`config.mk`:
```
export PLATFORM = sky130hd
export DESIGN_NAME = xmem_bus_ctrl
export DESIGN_NICKNAME = d
export VERILOG_FILES = /design/src/rtl/xbus_pkg.sv /design/src/rtl/xbus_phase_gen.sv /design/src/rtl/xbus_req_latch.sv /design/src/rtl/xbus_strobe_gen.sv /design/src/rtl/xmem_bus_ctrl.sv
export SDC_FILE = /design/constraint.sdc
export NUM_CORES = 1
export LEC_CHECK = 0
export BUFFER_PORTS_ARGS = -buffer_cell sky130_fd_sc_hd__buf_2
export CAP_MARGIN = 20
export CORE_UTILIZATION = 30
export DETAILED_ROUTE_END_ITERATION = 16
export HOLD_SLACK_MARGIN = 0.03
export SYNTH_ARGS = -nofsm -noshare
export SYNTH_HDL_FRONTEND = slang
export SYNTH_SLANG_ARGS = --single-unit
```
`constraint.sdc`:
```
create_clock -name clk -period 2.1 [get_ports clk]
set_input_delay 0.42 -clock clk [delete_from_list [all_inputs] [get_ports clk]]
set_output_delay 0.42 -clock clk [all_outputs]
set_load 0.02 [all_outputs]
```
`src/rtl/xbus_pkg.sv`:
```
package xbus_pkg;
  localparam int AW = 16;
  localparam int DW = 8;
  localparam int HW = AW - DW;

  typedef enum logic [1:0] {
    K_FETCH  = 2'b00,
    K_DREAD  = 2'b01,
    K_DWRITE = 2'b10,
    K_NONE   = 2'b11
  } xkind_e;

  typedef struct packed {
    logic          valid;
    logic          ext;
    xkind_e        kind;
    logic [AW-1:0] addr;
    logic [DW-1:0] wdata;
  } xacc_t;

  // Decide whether an access uses the external bus.
  function automatic logic goes_external(input xkind_e k, input logic [AW-1:0] a,
                                         input logic ea, input logic [AW-1:0] int_top);
    case (k)
      K_FETCH:  goes_external = !(ea && (a <= int_top));
      K_DREAD,
      K_DWRITE: goes_external = 1'b1;
      default:  goes_external = 1'b0;
    endcase
  endfunction

  // Low and high address bytes.
  function automatic logic [DW-1:0] lo_byte(input logic [AW-1:0] a);
    lo_byte = a[DW-1:0];
  endfunction

  function automatic logic [HW-1:0] hi_byte(input logic [AW-1:0] a);
    hi_byte = a[AW-1:DW];
  endfunction
endpackage

```
`src/rtl/xbus_phase_gen.sv`:
```
module xbus_phase_gen #(
  parameter int SLOT_LEN = 6,
  parameter int ALE_LEN  = 2,
  localparam int PW      = $clog2(SLOT_LEN)
) (
  input  logic          clk,
  input  logic          rst_n,
  output logic [PW-1:0] phase,
  output logic          slot_end,
  output logic          ale
);
  localparam logic [PW-1:0] LAST    = PW'(SLOT_LEN - 1);
  localparam logic [PW-1:0] ALE_END = PW'(ALE_LEN);

  logic [PW-1:0] ph_q;

  // Reset parks the counter on the last phase so the latch strobe stays low.
  always_ff @(posedge clk) begin
    if (!rst_n)          ph_q <= LAST;
    else if (ph_q == LAST) ph_q <= '0;
    else                 ph_q <= ph_q + 1'b1;
  end

  assign phase    = ph_q;
  assign slot_end = (ph_q == LAST);
  assign ale      = (ph_q < ALE_END);
endmodule

```
`src/rtl/xbus_req_latch.sv`:
```
module xbus_req_latch
  import xbus_pkg::*;
#(
  parameter logic [AW-1:0] INT_TOP = 16'h0FFF
) (
  input  logic          clk,
  input  logic          rst_n,
  input  logic          slot_end,
  input  logic          ext_access,
  input  logic          req_valid,
  input  logic [1:0]    req_kind,
  input  logic [AW-1:0] req_addr,
  input  logic [DW-1:0] req_wdata,
  output xacc_t         cur
);
  xacc_t  cur_q;
  xkind_e k_in;

  assign k_in = xkind_e'(req_kind);

  always_ff @(posedge clk) begin
    if (!rst_n) begin
      cur_q <= '0;
    end else if (slot_end) begin
      cur_q.valid <= req_valid && (k_in != K_NONE);
      cur_q.ext   <= req_valid && goes_external(k_in, req_addr, ext_access, INT_TOP);
      cur_q.kind  <= k_in;
      cur_q.addr  <= req_addr;
      cur_q.wdata <= req_wdata;
    end
  end

  assign cur = cur_q;
endmodule

```
`src/rtl/xbus_strobe_gen.sv`:
```
module xbus_strobe_gen
  import xbus_pkg::*;
#(
  parameter int SLOT_LEN  = 6,
  parameter int STB_START = 3,
  localparam int PW       = $clog2(SLOT_LEN)
) (
  input  logic [PW-1:0] phase,
  input  xacc_t         cur,
  output logic          addr_phase,
  output logic          bus_slot,
  output logic [DW-1:0] ad_out,
  output logic          ad_oe,
  output logic [HW-1:0] addr_hi,
  output logic          addr_hi_oe,
  output logic          psen_n,
  output logic          rd_n,
  output logic          wr_n
);
  localparam logic [PW-1:0] STB_PH = PW'(STB_START);

  logic data_phase;

  assign bus_slot   = cur.valid && cur.ext;
  assign addr_phase = bus_slot && (phase < STB_PH);
  assign data_phase = bus_slot && !(phase < STB_PH);

  assign psen_n = !(data_phase && cur.kind == K_FETCH);
  assign rd_n   = !(data_phase && cur.kind == K_DREAD);
  assign wr_n   = !(data_phase && cur.kind == K_DWRITE);

  // Write data only while the write strobe is active; reads leave the port floating.
  assign ad_oe  = addr_phase || (data_phase && cur.kind == K_DWRITE);
  assign ad_out = addr_phase ? lo_byte(cur.addr) : (ad_oe ? cur.wdata : '0);

  assign addr_hi_oe = bus_slot;
  assign addr_hi    = bus_slot ? hi_byte(cur.addr) : '0;
endmodule

```
`src/rtl/xmem_bus_ctrl.sv`:
```
module xmem_bus_ctrl
  import xbus_pkg::*;
#(
  parameter int            SLOT_LEN  = 6,
  parameter int            ALE_LEN   = 2,
  parameter int            ADDR_HOLD = 1,
  parameter logic [15:0]   INT_TOP   = 16'h0FFF,
  localparam int           STB_START = ALE_LEN + ADDR_HOLD,
  localparam int           PW        = $clog2(SLOT_LEN)
) (
  input  logic          clk,
  input  logic          rst_n,
  input  logic          ext_access,
  input  logic          req_valid,
  input  logic [1:0]    req_kind,
  input  logic [15:0]   req_addr,
  input  logic [7:0]    req_wdata,
  output logic          req_ready,
  output logic          rsp_valid,
  output logic [7:0]    rsp_data,
  output logic          rsp_external,
  output logic [7:0]    ad_out,
  output logic          ad_oe,
  input  logic [7:0]    ad_in,
  output logic [7:0]    addr_hi,
  output logic          addr_hi_oe,
  output logic          ale,
  output logic          psen_n,
  output logic          rd_n,
  output logic          wr_n,
  output logic          port_claim
);
  logic [PW-1:0] phase;
  logic          slot_end;
  logic          addr_phase;
  logic          bus_slot;
  xacc_t         cur;

  xbus_phase_gen #(.SLOT_LEN(SLOT_LEN), .ALE_LEN(ALE_LEN)) u_phase (
    .clk(clk), .rst_n(rst_n), .phase(phase), .slot_end(slot_end), .ale(ale)
  );

  xbus_req_latch #(.INT_TOP(INT_TOP)) u_req (
    .clk(clk), .rst_n(rst_n), .slot_end(slot_end), .ext_access(ext_access),
    .req_valid(req_valid), .req_kind(req_kind), .req_addr(req_addr),
    .req_wdata(req_wdata), .cur(cur)
  );

  xbus_strobe_gen #(.SLOT_LEN(SLOT_LEN), .STB_START(STB_START)) u_stb (
    .phase(phase), .cur(cur), .addr_phase(addr_phase), .bus_slot(bus_slot),
    .ad_out(ad_out), .ad_oe(ad_oe), .addr_hi(addr_hi), .addr_hi_oe(addr_hi_oe),
    .psen_n(psen_n), .rd_n(rd_n), .wr_n(wr_n)
  );

  assign req_ready  = slot_end;
  assign port_claim = bus_slot;

  // Read data is sampled on the edge where the read strobe returns high.
  always_ff @(posedge clk) begin
    if (!rst_n) begin
      rsp_valid    <= 1'b0;
      rsp_data     <= '0;
      rsp_external <= 1'b0;
    end else if (slot_end) begin
      rsp_valid    <= cur.valid;
      rsp_external <= cur.valid && cur.ext;
      rsp_data     <= (cur.valid && cur.ext && cur.kind != K_DWRITE) ? ad_in : '0;
    end else begin
      rsp_valid    <= 1'b0;
    end
  end
endmodule

```
# After elaboration in Yosys (flattened, before gate mapping)
# Index checks and enable logic that the tools add are counted.
[totals]
regBits = 41
input_bits = 38
output_inout_bits = 34
wordCells = 51
[classes]
add_sub_neg = 1
order_cmp = 3
n_eq_ne = 7
mux = 8
n_bitwise = 1
reduce_logical = 21
[ops]
columns = ["operator", "n"]
rows = [
  ["2-to-1 mux 8 bit", 4],
  ["<= comparator 16 x 12 -> 1 bit (second input constant)", 1],
  ["logical AND 1 bit", 10],
  ["< comparator 3 x 2 -> 1 bit (second input constant)", 2],
  ["zero test 1 bit", 5],
  ["equality test 2 x 1 -> 1 bit (second input constant)", 2],
  ["equality test 2 bit (second input constant)", 2],
  ["zero test 2 bit", 2],
  ["!= test 2 bit (second input constant)", 2],
  ["OR reduction 2 bit", 2],
  ["adder 3 x 1 -> 3 bit (second input constant)", 1],
  ["equality test 3 bit (second input constant)", 1],
  ["2-to-1 mux 3 bit", 1],
  ["2-to-1 mux 1 bit", 2],
  ["case mux 1 bit (2 select lines)", 1],
  ["AND reduction 2 bit", 1],
  ["logical OR 1 bit", 1],
  ["inverter 1 bit", 1],
]

# Longest topological paths before layout
[logic_depth]
depth_word = 7
mapped_depth = 8
mapped_depth_nobuf = 6

# Cells and area by module
# Synthesis repeated with hierarchy kept, for this count alone.
[hier_totals]
hier_cells = 183
hier_area_um2 = 1850.5
[by_module_without_submodules]
columns = ["mod", "instances", "cells_each", "area_each_um2", "seq_area_each_um2"]
rows = [
  ["xbus_req_latch", 1, 98, 1106.1, 560.5],
  ["xmem_bus_ctrl", 1, 44, 400.4, 200.2],
  ["xbus_strobe_gen", 1, 28, 212.7, 0.0],
  ["xbus_phase_gen", 1, 13, 131.4, 60.1],
]

# Worst setup path before layout
# No wires, ideal clock.
[synth_timing]
path_type = "reg2out"
startpoint = "register u_req.cur_q (netlist bit u_req.cur[24])"
endpoint = "output ad_out[0]"
arrival_time_ns = 1.120
required_time_ns = 1.680
slack_ns = 0.560
stages_incl_launch_ff = 5
n_path_buf = 1
path_cell_list = "dfxtp_1 -> nand2b_1 -> buf_6 -> nor3_4 -> a22o_1"
[synth_between]
elab_chain_len = 5
[synth_rtl]
columns = ["element", "line", "text"]
rows = [
  ["from (decl)", "xbus_req_latch.sv:16", "xacc_t cur_q;"],
  ["equality test 2 bit", "xbus_strobe_gen.sv:33", "assign ad_oe = addr_phase || (data_phase && cur.kind == K_DWRITE);"],
  ["logical AND 1 bit", "xbus_strobe_gen.sv:33", ""],
  ["logical OR 1 bit", "xbus_strobe_gen.sv:33", ""],
  ["2-to-1 mux 8 bit (2 in a row)", "xbus_strobe_gen.sv:34", "assign ad_out = addr_phase ? lo_byte(cur.addr) : (ad_oe ? cur.wdata : '0);"],
  ["to (decl)", "xmem_bus_ctrl.sv:22", "output logic [7:0] ad_out,"],
]
# Every way passes these cells.

# Worst setup path in the final report
[layout_timing]
startpoint = "register u_phase.ph_q[2] (netlist: u_phase.phase[2])"
endpoint = "output ad_oe"
[layout_between]
elab_chain_len = 5
word_cells_on_any_way = 6
classes_between = "order compare: 1; reduce/logical: 5"
[layout_rtl]
columns = ["element", "line", "text"]
rows = [
  ["from (decl)", "xbus_phase_gen.sv:15", "logic [PW-1:0] ph_q;"],
  ["from (signal assigned)", "xbus_phase_gen.sv:21", "else ph_q <= ph_q + 1'b1;"],
  ["< comparator 3 x 2 -> 1 bit *", "xbus_strobe_gen.sv:25, xbus_strobe_gen.sv:26", ""],
  ["zero test 1 bit", "xbus_strobe_gen.sv:26", "assign data_phase = bus_slot && !(phase < STB_PH);"],
  ["logical AND 1 bit", "xbus_strobe_gen.sv:26", ""],
  ["logical AND 1 bit", "xbus_strobe_gen.sv:33", ""],
  ["logical OR 1 bit *", "xbus_strobe_gen.sv:33", ""],
  ["to (decl)", "xmem_bus_ctrl.sv:23", "output logic ad_oe,"],
]
# Mark *: on every way between the ends. The rest lies on a longest branch, timed or not.

==> metrics.txt <==
status=completed; clk root buf=clkbuf_8; Final Max Slew Viols=0; Slew headroom=0.779; GR Util All Layers=0.139; Post-CTS Hold Fix Bufs=0; Final Skew=about 5.8 ps; CP Capture Type=output port; Clk network pwr share=0.349; Post-DP HPWL=3100 um; Yosys cell types=31; IR drop worst, VDD=around 0.35 mV; Max Freq=just over 500 MHz; Final Cell Area=2360 um2; WP depth=5; Post-Syn Nets=~250; Sink Count=just over 40; Congestion Overflow GR=0; Setup CP Type=flop to output port; Comb power frac=0.183; # port buffers=about 70; antenna cells=0; R2R cell count=6; Worst Hold Class=primary input to flop; Final GP Congestion=0.701; worst r2r dst=u_req.cur[1]$_SDFFE_PN0P_; Cell Rows=28; total internal power=between 0.001 and 0.0015 W; Synth Instances=just over 200; cell accounting for the most synthesized area=dfxtp_1; Tcrit/Tclk final=0.937; Reg area=821 um2; DR iter-0 viols=92; CORE AREA=5890 um2; I/O pins=a little over 70; largest net degree at the start of global routing=24; Fill cells=around 640; first-pass GRT wire length=~6800 um; CTS buffer count=5; vias in the first global route=roughly 1500; crit-path max cell delay=about 440 ps; r2r startpoint=u_phase.phase[0]$_SDFF_PN1_; Synth Area per Inst=8.91 um2; synthesized area=1830 um2; Buf+Inv Stages, Crit Path=2; Pwr Total=around 0.0019 W; worst reg-to-reg setup slack=~600 ps; Yosys top cell area share=0.449; P per Cell Area=around 800 nW/um2; Clock transition at path regs=about 80 ps; drt drc=0; worst path cell trace=a21oi_2 -> nor2b_1 -> buf_4 -> or2_2 -> buf_2; P_sw=between 0.0005 and 0.0006 W; total wire length=between 4000 and 5000 um; final net count=between 300 and 400; Multi-input gate area=roughly 870 um2; P&R area growth vs syn=29.5%; final hold viol count=0; # H-tree levels=2; Worst Path Max Fanout=9; full die area=6410 um2; drt pass-1 iters=4; Finish-stage setup viols=0; CTS tree=yes; vias=1629; Post-Place Cell Area=between 2000 and 2500 um2; Static Leak=1.12 nW; max cap viols=0; post-layout minimum cycle time=approximately 2000 ps; wire length per cell=12.4 um; register area share after synthesis=0.449; initial core utilization=0.310; Vert. Die Dim=between 80 and 90 um; Die X=80.0 um; Setup Total Neg Slack=0 ps; crit path launch type=flop; CP Data Required Time=1680 ps; slowest stage cell, crit path=dfxtp_1; synth warn=0; via/cell ratio=~4.6; Longest Clk Path Bufs=2; Seq pwr share=0.468; DRT antenna net count=0; dominant cells by area after synthesis=dfxtp_1, a21boi_1, nand2_1; Slew @ Worst Pin=332 ps; Sw Ratio=0.285; number of synthesized register bits=just over 40; number of antenna violations at the first check in global routing=0; Clock Latency Late Sink=roughly 290 ps; critical path's top delay family=flip-flops; share of layout cells above drive strength 1=0.337; unrepaired setup endpoints after global routing=false; Worst Path Arrival=roughly 1600 ps; Critical path origin=u_phase.phase[2]$_SDFF_PN1_; critical path capture point=ad_oe
worst min-delay path: stages:
cell,delay [ps]
buf_2,90
nand2_1,40
a21boi_1,50
power groups by stage:
| stage | Clock [W] | Combinational, W | Sequential [W] |
|---|---|---|---|
| after floorplan | 0 | 0.000270 | 0.000905 |
| after global placement | 0 | 0.000352 | 0.000914 |
| after detailed placement | 0 | 0.000355 | 0.000917 |
| after CTS | 0.000695 | 0.000357 | 0.000898 |
| after global routing | 0.000726 | 0.000392 | 0.000909 |
| final | 0.000671 | 0.000351 | 0.000898 |
cells in the mapped netlist:
cell type / n
nand2_1: 54
dfxtp_1: 41
a21boi_1: 27
nor2b_1: 11
and3_1: 9
a22o_1: 8
a32oi_1: 8
inv_1: 6
buf_2: 5
clkbuf_1: 5
buf_6: 4
ha_1: 4
buf_4: 3
a21oi_1: 2
nand2b_1: 2
a21boi_0: 1
a21oi_2: 1
a22oi_1: 1
and4_1: 1
and4b_1: 1
inv_4: 1
nand2_4: 1
nor2_1: 1
nor3_1: 1
nor3_4: 1
nor3b_1: 1
o211ai_1: 1
o21ai_0: 1
o31ai_1: 1
or2_2: 1
or4b_1: 1
timing repair:
item | 4_1_cts | 5_1_grt
gates resized for setup | 0 | 0
buffers inserted | 0 | 1
endpoints found under the setup margin | 0 | 9
per-stage QoR:
stage               setup slack [ps]  cells  hold WS [ps]   util
detailed placement               345    342           440  0.378
finish                           133    351           351  0.402
global route                    37.7    351           344  0.402
floorplan                        560    205           431      -
global placement                 400    342           438  0.378
CTS                             7.93    350           344  0.398
cell usage in the layout, fill, tap and decap left out:
master | synthesis | final
or2_2 | 1 | 1
a22oi_1 | 1 | 1
buf_12 | 0 | 1
bufinv_16 | 0 | 1
nor3b_1 | 1 | 1
or4b_1 | 1 | 1
inv_1 | 6 | 6
nor3_4 | 1 | 1
nand2_1 | 54 | 54
and3_1 | 9 | 9
nand2b_1 | 2 | 2
o31ai_1 | 1 | 1
o211ai_1 | 1 | 1
a21oi_1 | 2 | 2
a21boi_1 | 27 | 27
buf_4 | 3 | 8
dfxtp_1 | 41 | 41
o21ai_0 | 1 | 1
clkbuf_8 | 0 | 6
ha_1 | 4 | 4
a21oi_2 | 1 | 1
inv_4 | 1 | 1
a32oi_1 | 8 | 8
nand2_4 | 1 | 1
and4b_1 | 1 | 1
a21boi_0 | 1 | 1
buf_2 | 5 | 71
nor3_1 | 1 | 1
nor2_1 | 1 | 1
a22o_1 | 8 | 8
nor2b_1 | 11 | 11
clkinvlp_4 | 0 | 1
and4_1 | 1 | 1
metal layers:
metal | part of all wire | wire [um] | global-route usage
met1 | 0.46 | 2000 | 0.166
met5 | 0 | 0 | 0
met4 | 0.017 | 74 | 0.0589
met3 | 0.061 | 263 | 0.0366
met2 | 0.46 | 2010 | 0.235
worst min path at each step:
stage                                           from                          to  slack, ps  cells past startpoint
after CTS                               req_wdata[5]   u_req.cur[5]$_SDFFE_PN0P_        340                      3
after global placement    u_req.cur[20]$_SDFFE_PN0P_  u_req.cur[20]$_SDFFE_PN0P_        440                      2
final                                   req_wdata[5]   u_req.cur[5]$_SDFFE_PN0P_        350                      3
after floorplan           u_req.cur[16]$_SDFFE_PN0P_  u_req.cur[16]$_SDFFE_PN0P_        430                      2
after global routing                    req_wdata[5]   u_req.cur[5]$_SDFFE_PN0P_        340                      3
after detailed placement  u_req.cur[21]$_SDFFE_PN0P_  u_req.cur[21]$_SDFFE_PN0P_        440                      2
cells by family (layout without fill, tap and decap cells):
kind of cell	count (synthesis)	after routing	share of synthesized area
fa+ha+maj	4	4	0.0274
simple gates	85	85	0.229
flops	41	41	0.449
buf+inv	24	95	0.0767
compound gates	51	51	0.217
final cells by class:
cell class / count / area share
inverters: 7 / 0.0122
flip-flops and latches: 41 / 0.347
clock buffers: 6 / 0.0349
repair buffers: 80 / 0.184
well taps: 75 / 0.0397
multi-input cells: 140 / 0.366
clock inverters: 2 / 0.0159
state kept, by name (all words and copies together), names as in the netlist:
name and flops:
u_req.cur 28, rsp_data 8, u_phase.phase 3, rsp_external 1, rsp_valid 1
No activity file was read; power rests on OpenSTA's default activity.
